===== config.mk =====
export PLATFORM = sky130hd
export DESIGN_NAME = cfg_par_loader
export DESIGN_NICKNAME = d
export VERILOG_FILES = /design/src/rtl/cfgl_pkg.sv /design/src/rtl/cfgl_timer.sv /design/src/rtl/cfgl_seq.sv /design/src/rtl/cfgl_pins.sv /design/src/rtl/cfg_par_loader.sv
export SDC_FILE = /design/constraint.sdc
export NUM_CORES = 1
export LEC_CHECK = 0
export BUFFER_PORTS_ARGS = -buffer_cell sky130_fd_sc_hd__buf_2
export CORE_MARGIN = 2
export CORE_UTILIZATION = 41
export DETAILED_ROUTE_END_ITERATION = 12
export GPL_TIMING_DRIVEN = 0
export RECOVER_POWER = 25
export SLEW_MARGIN = 20
export SYNTH_ARGS = -nofsm -noshare
export SYNTH_HDL_FRONTEND = slang
export SYNTH_SLANG_ARGS = --single-unit

===== constraint.sdc =====
create_clock -name clk -period 1.9 [get_ports clk]
set_clock_uncertainty 0.15 [all_clocks]
set_input_delay 0.38 -clock clk [delete_from_list [all_inputs] [get_ports clk]]
set_output_delay 0.38 -clock clk [all_outputs]
set_load 0.01 [all_outputs]

===== src/rtl/cfgl_pkg.sv =====
package cfgl_pkg;

   // one state per clock phase of the target interface
   typedef enum logic [4:0] {
      ST_IDLE,
      ST_PROG,
      ST_WAIT,
      ST_SETUP,
      ST_PUT,
      ST_LO,
      ST_HI,
      ST_BLO,
      ST_RELCS,
      ST_RELWR,
      ST_DLO,
      ST_DHI,
      ST_RBSET,
      ST_RBLO,
      ST_RBHI,
      ST_RBEND,
      ST_RBTAIL,
      ST_FIN,
      ST_ABORT
   } cfgl_state_e;

endpackage


===== src/rtl/cfgl_timer.sv =====
module cfgl_timer #(
   parameter int LIMIT = 1000000
) (
   input  logic clk,
   input  logic rst_n,
   input  logic clr,
   output logic expired
);
   localparam int W = $clog2(LIMIT + 1);

   logic [W-1:0] cnt;

   always_ff @(posedge clk or negedge rst_n) begin
      if (!rst_n)
         cnt <= '0;
      else if (clr)
         cnt <= '0;
      else if (cnt != W'(LIMIT))
         cnt <= cnt + 1'b1;
   end

   assign expired = (cnt == W'(LIMIT));
endmodule


===== src/rtl/cfgl_seq.sv =====
module cfgl_seq
   import cfgl_pkg::*;
#(
   parameter int CNT_W    = 16,
   parameter int PROG_CYC = 8
) (
   input  logic             clk,
   input  logic             rst_n,
   input  logic             cmd_load,
   input  logic             cmd_read,
   input  logic [CNT_W-1:0] xfer_len,
   input  logic             tgt_init,
   input  logic             tgt_busy,
   input  logic             busy_flow,
   input  logic             tgt_done,
   input  logic             tmo,
   output cfgl_state_e      st,
   output logic             tmr_clr
);
   localparam int PW = $clog2(PROG_CYC + 1);

   cfgl_state_e      nxt;
   logic [CNT_W-1:0] rem;
   logic [PW-1:0]    pcnt;

   always_comb begin
      nxt     = st;
      tmr_clr = 1'b0;
      case (st)
         ST_IDLE:
            if (cmd_load)      nxt = ST_PROG;
            else if (cmd_read) nxt = ST_RBSET;
         ST_PROG: begin
            tmr_clr = 1'b1;
            if (pcnt == PW'(PROG_CYC - 1)) nxt = ST_WAIT;
         end
         ST_WAIT:
            if (tgt_init && !tgt_busy) nxt = ST_SETUP;
            else if (tmo)              nxt = ST_ABORT;
         ST_SETUP:
            nxt = (rem == '0) ? ST_RELCS : ST_PUT;
         ST_PUT: begin
            tmr_clr = 1'b1;
            nxt     = ST_LO;
         end
         ST_LO:
            nxt = ST_HI;
         ST_HI:
            if (busy_flow)        nxt = tmo ? ST_ABORT : ST_BLO;
            else if (rem == '0)   nxt = ST_RELCS;
            else                  nxt = ST_PUT;
         ST_BLO:
            nxt = ST_HI;
         ST_RELCS:
            nxt = ST_RELWR;
         ST_RELWR: begin
            tmr_clr = 1'b1;
            nxt     = ST_DLO;
         end
         ST_DLO:
            nxt = ST_DHI;
         ST_DHI:
            if (tgt_done) nxt = ST_FIN;
            else if (tmo) nxt = ST_ABORT;
            else          nxt = ST_DLO;
         ST_RBSET:
            nxt = (rem == '0) ? ST_RBEND : ST_RBLO;
         ST_RBLO:
            nxt = ST_RBHI;
         ST_RBHI:
            nxt = (rem == '0) ? ST_RBEND : ST_RBLO;
         ST_RBEND:
            nxt = ST_RBTAIL;
         ST_RBTAIL:
            nxt = ST_FIN;
         ST_FIN, ST_ABORT:
            nxt = ST_IDLE;
         default:
            nxt = ST_IDLE;
      endcase
   end

   always_ff @(posedge clk or negedge rst_n) begin
      if (!rst_n) begin
         st   <= ST_IDLE;
         rem  <= '0;
         pcnt <= '0;
      end else begin
         st   <= nxt;
         pcnt <= (st == ST_PROG) ? pcnt + 1'b1 : '0;
         if (st == ST_IDLE && (cmd_load || cmd_read))
            rem <= xfer_len;
         else if (st == ST_PUT || st == ST_RBLO)
            rem <= rem - 1'b1;
      end
   end
endmodule


===== src/rtl/cfgl_pins.sv =====
module cfgl_pins
   import cfgl_pkg::*;
#(
   parameter int DATA_W = 8
) (
   input  logic              clk,
   input  logic              rst_n,
   input  cfgl_state_e       st,
   input  logic [DATA_W-1:0] wr_data,
   input  logic [DATA_W-1:0] tgt_d_in,
   output logic              tgt_prog,
   output logic              tgt_cs,
   output logic              tgt_write,
   output logic              tgt_cclk,
   output logic              tgt_d_oe,
   output logic [DATA_W-1:0] tgt_d_out,
   output logic              wr_take,
   output logic [DATA_W-1:0] rd_data,
   output logic              rd_valid,
   output logic              sess_done,
   output logic              sess_err
);
   always_comb begin
      tgt_prog  = (st == ST_PROG);
      tgt_cs    = st inside {ST_SETUP, ST_PUT, ST_LO, ST_HI, ST_BLO,
                             ST_RBSET, ST_RBLO, ST_RBHI};
      tgt_write = st inside {ST_SETUP, ST_PUT, ST_LO, ST_HI, ST_BLO, ST_RELCS};
      tgt_d_oe  = st inside {ST_SETUP, ST_PUT, ST_LO, ST_HI, ST_BLO, ST_RELCS};
      tgt_cclk  = !(st inside {ST_LO, ST_BLO, ST_DLO, ST_RBLO, ST_RBEND});
      wr_take   = (st == ST_PUT);
      sess_done = (st == ST_FIN);
      sess_err  = (st == ST_ABORT);
   end

   always_ff @(posedge clk or negedge rst_n) begin
      if (!rst_n) begin
         tgt_d_out <= '0;
         rd_data   <= '0;
         rd_valid  <= 1'b0;
      end else begin
         if (st == ST_PUT)
            tgt_d_out <= wr_data;
         rd_valid <= (st == ST_RBHI);
         if (st == ST_RBHI)
            rd_data <= tgt_d_in;
      end
   end
endmodule


===== src/rtl/cfg_par_loader.sv =====
module cfg_par_loader
   import cfgl_pkg::*;
#(
   parameter int DATA_W      = 8,
   parameter int CNT_W       = 16,
   parameter int PROG_CYC    = 8,
   parameter int TIMEOUT_CYC = 1000000,
   parameter bit BUSY_FC_EN  = 1'b1
) (
   input  logic              clk,
   input  logic              rst_n,
   input  logic              cfg_busy_fc,
   input  logic              cmd_load,
   input  logic              cmd_read,
   input  logic [CNT_W-1:0]  xfer_len,
   input  logic [DATA_W-1:0] wr_data,
   output logic              wr_take,
   output logic [DATA_W-1:0] rd_data,
   output logic              rd_valid,
   output logic              sess_done,
   output logic              sess_err,
   output logic              tgt_prog,
   output logic              tgt_cs,
   output logic              tgt_write,
   output logic              tgt_cclk,
   output logic [DATA_W-1:0] tgt_d_out,
   output logic              tgt_d_oe,
   input  logic [DATA_W-1:0] tgt_d_in,
   input  logic              tgt_init,
   input  logic              tgt_busy,
   input  logic              tgt_done
);
   // elaboration-time parameter checks
   if (DATA_W < 1)       begin : g_bad_dw  $error("DATA_W must be at least 1");       end
   if (CNT_W < 1)        begin : g_bad_cw  $error("CNT_W must be at least 1");        end
   if (PROG_CYC < 1)     begin : g_bad_pc  $error("PROG_CYC must be at least 1");     end
   if (TIMEOUT_CYC < 2)  begin : g_bad_to  $error("TIMEOUT_CYC must be at least 2");  end

   cfgl_state_e st;
   logic        tmr_clr;
   logic        tmo;
   logic        busy_flow;

   // busy flow-control hardware is a build option; the input picks it at run time
   if (BUSY_FC_EN) begin : g_fc
      assign busy_flow = tgt_busy & cfg_busy_fc;
   end else begin : g_no_fc
      assign busy_flow = 1'b0;
   end

   cfgl_timer #(.LIMIT(TIMEOUT_CYC)) i_timer (
      .clk     (clk),
      .rst_n   (rst_n),
      .clr     (tmr_clr),
      .expired (tmo)
   );

   cfgl_seq #(.CNT_W(CNT_W), .PROG_CYC(PROG_CYC)) i_seq (
      .clk       (clk),
      .rst_n     (rst_n),
      .cmd_load  (cmd_load),
      .cmd_read  (cmd_read),
      .xfer_len  (xfer_len),
      .tgt_init  (tgt_init),
      .tgt_busy  (tgt_busy),
      .busy_flow (busy_flow),
      .tgt_done  (tgt_done),
      .tmo       (tmo),
      .st        (st),
      .tmr_clr   (tmr_clr)
   );

   cfgl_pins #(.DATA_W(DATA_W)) i_pins (
      .clk       (clk),
      .rst_n     (rst_n),
      .st        (st),
      .wr_data   (wr_data),
      .tgt_d_in  (tgt_d_in),
      .tgt_prog  (tgt_prog),
      .tgt_cs    (tgt_cs),
      .tgt_write (tgt_write),
      .tgt_cclk  (tgt_cclk),
      .tgt_d_oe  (tgt_d_oe),
      .tgt_d_out (tgt_d_out),
      .wr_take   (wr_take),
      .rd_data   (rd_data),
      .rd_valid  (rd_valid),
      .sess_done (sess_done),
      .sess_err  (sess_err)
   );
endmodule


# Word-level counts from Yosys, hierarchy flattened

Index checks and enable logic that the tools add are counted.

Register bits: 62
Input bits: 40

Add/subtract/negate cells: 3
Eq/ne operators: 24
Multiplexer cells: 18
Bitwise operators: 1
Reduce and logical (&&, ||, !) cells: 17

Operator list:

| kind                                                 | number |
|---|---|
| case mux 5 bit (15 select lines)                     | 1 |
| 2-to-1 mux 5 bit                                     | 9 |
| equality test 5 x 4 -> 1 bit (second input constant) | 8 |
| 2-to-1 mux 20 bit                                    | 2 |
| 2-to-1 mux 16 bit                                    | 2 |
| adder 20 x 1 -> 20 bit (second input constant)       | 1 |
| equality test 20 bit (second input constant)         | 1 |
| equality test 5 x 3 -> 1 bit (second input constant) | 4 |
| != test 20 bit (second input constant)               | 1 |
| logical NOT 16 bit                                   | 1 |
| subtractor 16 x 1 -> 16 bit (second input constant)  | 1 |
| equality test 5 bit (second input constant)          | 3 |
| equality test 5 x 2 -> 1 bit (second input constant) | 2 |
| 2-to-1 mux 4 bit                                     | 2 |
| nonzero test 8 bit                                   | 1 |
| nonzero test 6 bit                                   | 1 |
| equality test 5 x 1 -> 1 bit (second input constant) | 1 |
| logical NOT 5 bit                                    | 1 |
| nonzero test 5 bit                                   | 1 |
| adder 4 x 1 -> 4 bit (second input constant)         | 1 |
| equality test 4 x 3 -> 1 bit (second input constant) | 1 |
| nonzero test 2 bit                                   | 2 |
| OR reduction 2 bit                                   | 2 |
| != test 3 x 1 -> 1 bit (second input constant)       | 1 |
| 10 further kinds                                     | 13 |

# Logic depth before layout (Yosys ltp)

Gate-level depths: netlist of run 1.

Depth after elaboration: 4
Gate-level depth with buffers: 7

# Modules after synthesis

From an unflattened synthesis of run 1, not the netlist that was laid out.

Cells, all modules: 361
Area total of the unflattened synthesis: 3632.2 um2

Modules (own cells, without submodules):

| module         | instances | cells an instance | area an instance (um2) | sequential area each (um2) |
|---|---|---|---|---|
| cfgl_seq       | 1         | 188               | 1670.4                 | 625.6 |
| cfgl_timer     | 1         | 113               | 1143.6                 | 500.5 |
| cfgl_pins      | 1         | 59                | 812.0                  | 425.4 |
| cfg_par_loader | 1         | 1                 | 6.3                    | 0.0 |

# Worst setup path before layout of run 1

OpenSTA, ideal clock, no wires.

Path type: reg2out
From: register i_seq.st[0]
To: output tgt_write
Arrival time: 1.538 ns
Required time: 1.370 ns
Slack: -0.168 ns
Stages on the path, launching flop included: 7
Path buffers: 3
Cells stage by stage: dfrtp_1 -> buf_2 -> clkbuf_1 -> a21oi_1 -> o32a_1 -> nor2_1 -> buf_4

Longest elaborated chain between the ends: 2
Elaborated cells on any way between the ends: 7

RTL lines:

| element                                              | line                 | text |
|---|---|---|
| start: declaration                                   | cfgl_seq.sv:17       | `output cfgl_state_e st,` |
| start signal: assignment                             | cfgl_seq.sv:89       | `st <= nxt;` |
| equality test 5 x 2 -> 1 bit (tied with other cells) | n/a                  |  |
| nonzero test 6 bit *                                 | n/a                  |  |
| end: declaration                                     | cfg_par_loader.sv:24 | `output logic tgt_write,` |

Mark *: on every way between the ends. The rest lies on a longest branch, timed or not.

# Worst setup path in the final report of run 1

From: register i_seq.st[0]
To: output tgt_write

Longest elaborated chain between the ends: 2
Elaborated cells on any way between the ends: 7

RTL lines:

| element                                              | line            | text |
|---|---|---|
| equality test 5 x 2 -> 1 bit (tied with other cells) | cfgl_pins.sv:27 | `tgt_write = st inside {ST_SETUP, ST_PUT, ST_LO, ST_HI, ST_BLO, ST_RELCS};` |
| nonzero test 6 bit *                                 | cfgl_pins.sv:27 |  |

Marks and branches as above.

==> summary.md, run 1 <==
| Metric | Value |
|---|---|
| Part of the power in registers | 31.3% |
| Status | finished with violations |
| CTS root buffer | clkbuf_8 |
| Vias post-DR | 2,992 |
| Clock Sinks | 62 |
| Synth warn | 0 |
| Worst hold start | wr_data[2] |
| Drt first pass iters | 4 |
| Worst slew pin tran | 0.725 ns |
| Crit path max fanout | 5 |
| Worst rel slew slack | 51.7% |
| Layout Cells excl Fill | 579 |
| Sw frac | 37.3% |
| RSZ-0062 raised after global routing | yes |
| Reg clk slew, reported paths | 0.07 ns |
| Violated checks | setup timing |
| Final Power | 6630 uW |
| Pins Over Slew Limit | 0 |
| Port Buf Inserts | 64 |
| Top cell type's share of synthesized area | 46.6% |
| Area of the multi-input gates | 1850 um^2 |
| Number of global-route vias before repair | 2,916 |
| Placer Congestion | 0.912 |
| Hpwl dp | 5.30 mm |
| DIE HEIGHT | 94.1 um |
| Distinct cells, synth | 59 |
| Syn_area_per_cell | 9.29 um^2 |
| FFs w/ async S/R, synth | 100% |
| Vias/cell | 5.17 |
| Leakage power | 0.00212 uW |
| WL final | 8.17 mm |
| Setup tns final | -1.10 ns |
| DR iter-0 viols | 155 |
| Core Box Area | 7810 um^2 |
| Gate power share | 48.4% |
| Top achievable clock speed | 463 MHz |
| Layout cells sized above 1 | 37.3% |
| Worst hold path type | in2reg |
| Crit. End Element | output port |
| Final #Nets | 516 |
| Htree depth | 3 |
| Syn Nets | 402 |
| Total CTS buffers | 9 |
| R2R Setup Slk | 0.01 ns |
| Worst vdd ir | 0.616 mV |
| CP startpoint | i_seq.st[0] |
| First-pass GRT wire length | 13.2 mm |
| Diodes inserted | 0 |
| CP required | 1.37 ns |
| Tot GR Track Use | 19.1% |
| Tcrit/Tclk final | 114% |
| Mapped Area | 3330 um^2 |
| Clk_lat worst skew | 0.34 ns |
| P per Cell Area | 1420 nW/um^2 |
| Final Hold Fails | 0 |
| Overflow after GRT | 0 |
| Number of flops mapped to enable cells by yosys | 0 |
| Post-synthesis sequential area ratio | 46.6% |
| Synthesis-stage register bit count | 62 |
| Ys flop type | dfrtp_1 |
| Startpoint Class | register |
| Top Ports | 65 |
| Area contributors post-synth | dfrtp_1 47%, nor2_1 6.8%, xnor2_1 4.5% |
| Initial antenna violation count | 0 |
| Area Growth Syn to Fin | 39.9% |
| Pint | 4160 uW |
| Pin count of the biggest net entering global routing | 35 |
| Hold path depth | 3 |
| Clock Path Buffers | 2 |
| Row count | 32 |
| Most numerous cell in the Yosys netlist | dfrtp_1 |
| Fill cells | 708 |
| Register area | 1550 um^2 |
| Die footprint | 8850 um^2 |
| TritonCTS clock tree | built |
| Synth area leader | dfrtp_1 |
| Switching power | 2470 uW |
| Crit path kind | reg2out |
| Die Wd | 94.1 um |
| Place WS | -0.328 ns |
| Data arrival, critical path | 1.63 ns |
| Worst setup margin | -0.259 ns |
| Post-synth top cells | 62 x dfrtp_1, 60 x nor2_1, 36 x nand2_1 |
| Max-cap violations | 0 |
| Clock power share | 20.4% |
| Total placed cells including tap cells | 525 |
| # DRC | 0 |
| Syn Inst Count | 358 |
| Worst r2r src | i_seq.rem[6] |
| Final antenna-violating net count | 0 |
| Average wire per cell in the routed design | 14.1 um |
| R2R cell count | 5 |
| Initial core utilization | 42.6% |
| Minimum clock period | 2.16 ns |
| Final setup viols | 8 |
[stage by stage]
stage | instance area (um^2) | hold slack, ns | util [%]
3_5_place_dp | 3820 | 0.188 | 48.9
3_3_place_gp | 3790 | 0.304 | 48.6
6_report | 4660 | 0.0787 | 59.6
4_1_cts | 4410 | 0.0612 | 56.4
2_1_floorplan | 3350 | -0.0656 | -
5_1_grt | 4660 | 0.0657 | 59.6
[flip-flops by register name (all words and copies together) (netlist names)]
name	count
i_pins.rd_data	8
i_pins.tgt_d_out	8
i_seq.pcnt	4
i_pins.rd_valid	1
i_seq.st	5
i_timer.cnt	20
i_seq.rem	16
[layout by cell type (no fill, tap or decap), types with 8 or more instances in the layout]
master	count
xor2_1	16
nand3_1	14
nand2_1	35
mux2_1	8
clkbuf_8	13
nor2_2	10
a21oi_1	22
buf_6	10
buf_2	62
buf_4	38
nor2_1	48
xnor2_1	17
dfrtp_1	60
[cell type report]
| cell class | instances | area share [%] |
|---|---|---|
| tap | 102 | 2.74 |
| timing repair buffer | 104 | 14.9 |
| buffer | 15 | 3.41 |
| multi-input combinational | 270 | 39.7 |
| inverter | 10 | 0.860 |
| sequential | 62 | 33.4 |
| clock buffer | 13 | 3.63 |
| clock inverter | 3 | 1.40 |
[per-layer routing]
metal  up-vias  routed length [um]  track usage (%)
li1       1473                   -                -
met1      1428                3680             25.0
met2        71                3980             30.2
met3        20                 329             3.45
met4         0                 180             9.90
met5         -                   0                0
[what timing repair did]
action | 4_1_cts | 5_1_grt
endpoints found under the setup margin | 35 | 45
setup buffers | 20 | 16
gates cloned | 0 | 2
gates resized for setup | 42 | 45
hold buffers | 1 | 0
hold endpoints to repair | 28 | 0
pin swaps | 12 | 13
[worst max-delay path: stages, from the launching register on]
cell     delay [ns]
dfrtp_2        0.41
buf_6          0.13
buf_8          0.12
o32a_1         0.35
nor2_2         0.10
buf_4          0.11
buf_6          0.09
[final timing paths]
| path | end |
|---|---|
| max | tgt_write |
| min | i_pins.tgt_d_out[2] |
| max reg2reg | i_seq.st[1] |
| min reg2reg | i_pins.tgt_d_out[3] |
| max in group asynchronous | i_seq.st[3] |
| min in group asynchronous | i_timer.cnt[13] |
[cells by family after synthesis]
kind of cell,Yosys count,share of synthesized area (%)
AOI/OAI and AO/OA,50,9.70
xor gates and xnor gates,34,9.18
adders and majority gates,4,1.50
buffers and inverters,26,3.27
DFF,62,46.6
muxes,9,3.01
and+or+nand+nor,173,26.7
[power by group through the flow]
stage | combinational, uW | clock, uW | sequential, uW
floorplan | 1530 | 0 | 2080
global placement | 2200 | 0 | 2060
detailed placement | 2220 | 0 | 2070
CTS | 2780 | 1390 | 2060
global route | 3500 | 1450 | 2130
finish | 3210 | 1350 | 2070
Note: power is estimated with default switching activity, not from simulation.
==> run 2, diff against run 1 <==
==> constraint.sdc (replaced) <==
create_clock -name clk -period 2.4 [get_ports clk]
set_clock_uncertainty 0.15 [all_clocks]
set_input_delay 0.48 -clock clk [delete_from_list [all_inputs] [get_ports clk]]
set_output_delay 0.48 -clock clk [all_outputs]
set_load 0.01 [all_outputs]
==> run 2 against run 1 <==
Effect of this change:
- the run now ends clean
- routed wire length fell by 12%
- hold slack improved by 0.10 ns
- sequential cell count stayed put
- setup slack better by 0.33 ns
- first-iteration DRC count shrank 25%
==> summary.md, run 2 (synthesis gave the netlist of run 1 again) <==
| Metric | Value |
|---|---|
| # DRC | 0 |
| First-pass GRT wire length | 12.4 mm |
| Core Box Area | 7810 um^2 |
| Place WS | 0.0255 ns |
| Clk_lat worst skew | 0.34 ns |
| Worst rel slew slack | 25.3% |
| Layout cells sized above 1 | 25.7% |
| Final Hold Fails | 0 |
| Overflow after GRT | 0 |
| Placer Congestion | 0.898 |
| Layout Cells excl Fill | 545 |
| Most flops, register | i_timer.cnt |
| Pin count of the biggest net entering global routing | 45 |
| Startpoint Class | register |
| Status | finished, final reports clean |
| Average wire per cell in the routed design | 13.2 um |
| CP max-delay cell | dfrtp_1 |
| Leakage power | 0.00188 uW |
| Hpwl dp | 5.31 mm |
| R2R Setup Slk | 0.31 ns |
| Worst vdd ir | 0.421 mV |
| Number of global-route vias before repair | 2,764 |
| Highest cell delay on the worst timing path | 0.38 ns |
| Crit. End Element | output port |
| Clock Sinks | 62 |
| TritonCTS clock tree | built |
| Crit path kind | reg2out |
| Data arrival, critical path | 1.70 ns |
| Total placed cells including tap cells | 525 |
| Worst hold path type | in2reg |
| Initial core utilization | 42.6% |
| Final #Nets | 482 |
| Port Buf Inserts | 64 |
| Vias/cell | 5.07 |
| Total CTS buffers | 9 |
| Minimum clock period | 2.33 ns |
| Final setup viols | 0 |
| Max FFs per register | 20 |
| Drt first pass iters | 4 |
| CTS root buffer | clkbuf_8 |
| Commonest non-fill, non-tap cell in the layout | buf_2 |
| WL final | 7.21 mm |
| Initial antenna violation count | 0 |
| Vias post-DR | 2,762 |
| Die footprint | 8850 um^2 |
| DR iter-0 viols | 117 |
| Final core occ | 52.6% |
| Htree depth | 3 |
| Top achievable clock speed | 430 MHz |
| Critical-path cell list | buf_4 > nand2b_4 > o32a_1 > nor2_1 > buf_4 > buf_2 |
| Fill cells | 764 |
| Commonest cells after routing, fill and taps aside | 66 x buf_2, 61 x dfrtp_1, 59 x nor2_1 |
| Reg clk slew, reported paths | 0.07 ns |
| Worst setup margin | 0.0731 ns |
| Final Power | 4400 uW |
| Max-cap violations | 0 |
| Die Wd | 94.1 um |
| Pins Over Slew Limit | 0 |
| Clock Path Buffers | 2 |
| Area Growth Syn to Fin | 23.4% |
| DIE HEIGHT | 94.1 um |
| Setup tns final | 0 ns |
| Row count | 32 |
| Largest regs | i_timer.cnt: 20 flops, i_seq.rem: 16 flops |
| CP most frequent cell | buf_4 |
| Final antenna-violating net count | 0 |
| Tot GR Track Use | 17.7% |
| CP required | 1.77 ns |
| P per Cell Area | 1070 nW/um^2 |
| Tcrit/Tclk final | 97.0% |
| Worst slew pin tran | 1.12 ns |
| Crit path max fanout | 10 |
| Diodes inserted | 0 |
| Top Ports | 65 |
run 2: stage by stage:
step	area [um^2]	hold WS (ns)
floorplan	3330	0.0344
CTS	4070	0.167
global placement	3770	0.300
detailed placement	3800	0.227
finish	4110	0.182
global route	4110	0.177
run 2: metal layers:
layer,vias up,wire length (um),global-route usage [%]
met5,-,0,0
met4,0,114,6.40
met3,11,337,4.33
met2,62,3410,28.0
met1,1296,3340,23.5
li1,1393,-,-
run 2: cell type report:
type                            instances  area, um^2  area share (%)
Sequential cell                        62        1550            37.8
Timing Repair Buffer                   70         387            9.41
Clock buffer                           13         159            3.87
Multi-Input combinational cell        270        1700            41.4
Clock inverter                          3        42.5            1.04
Inverter                               10        40.0           0.975
Tap cell                              102         128            3.11
Buffer                                 15        98.8            2.41
run 2: worst max-delay path, delay by kind of cell (launching register included):
| family | cells | cell delay, ns |
|---|---|---|
| flops | 1 | 0.38 |
| simple gates | 2 | 0.29 |
| buf+inv | 3 | 0.41 |
| compound gates | 1 | 0.29 |
run 2: report_power, final:
part	switching [uW]	internal (uW)
combinational	1040	809
clock	391	535
sequential	270	1360
total	1700	2710
run 2: worst paths after layout:
path                          startpoint                  end  cells after the start
min in group asynchronous          rst_n    i_pins.rd_data[1]                      2
min reg2reg                i_seq.pcnt[0]        i_seq.pcnt[0]                      1
max                          i_seq.st[2]            tgt_write                      6
max in group asynchronous          rst_n          i_seq.st[0]                      3
min                           wr_data[7]  i_pins.tgt_d_out[7]                      3
max reg2reg                  i_seq.st[0]        i_seq.rem[13]                      6
run 2: what timing repair did:
item | CTS | global route
setup buffers | 1 | 3
setup endpoints to repair | 5 | 4
hold endpoints to repair | 18 | 0
gates resized for setup | 13 | 15
hold buffers | 1 | 0
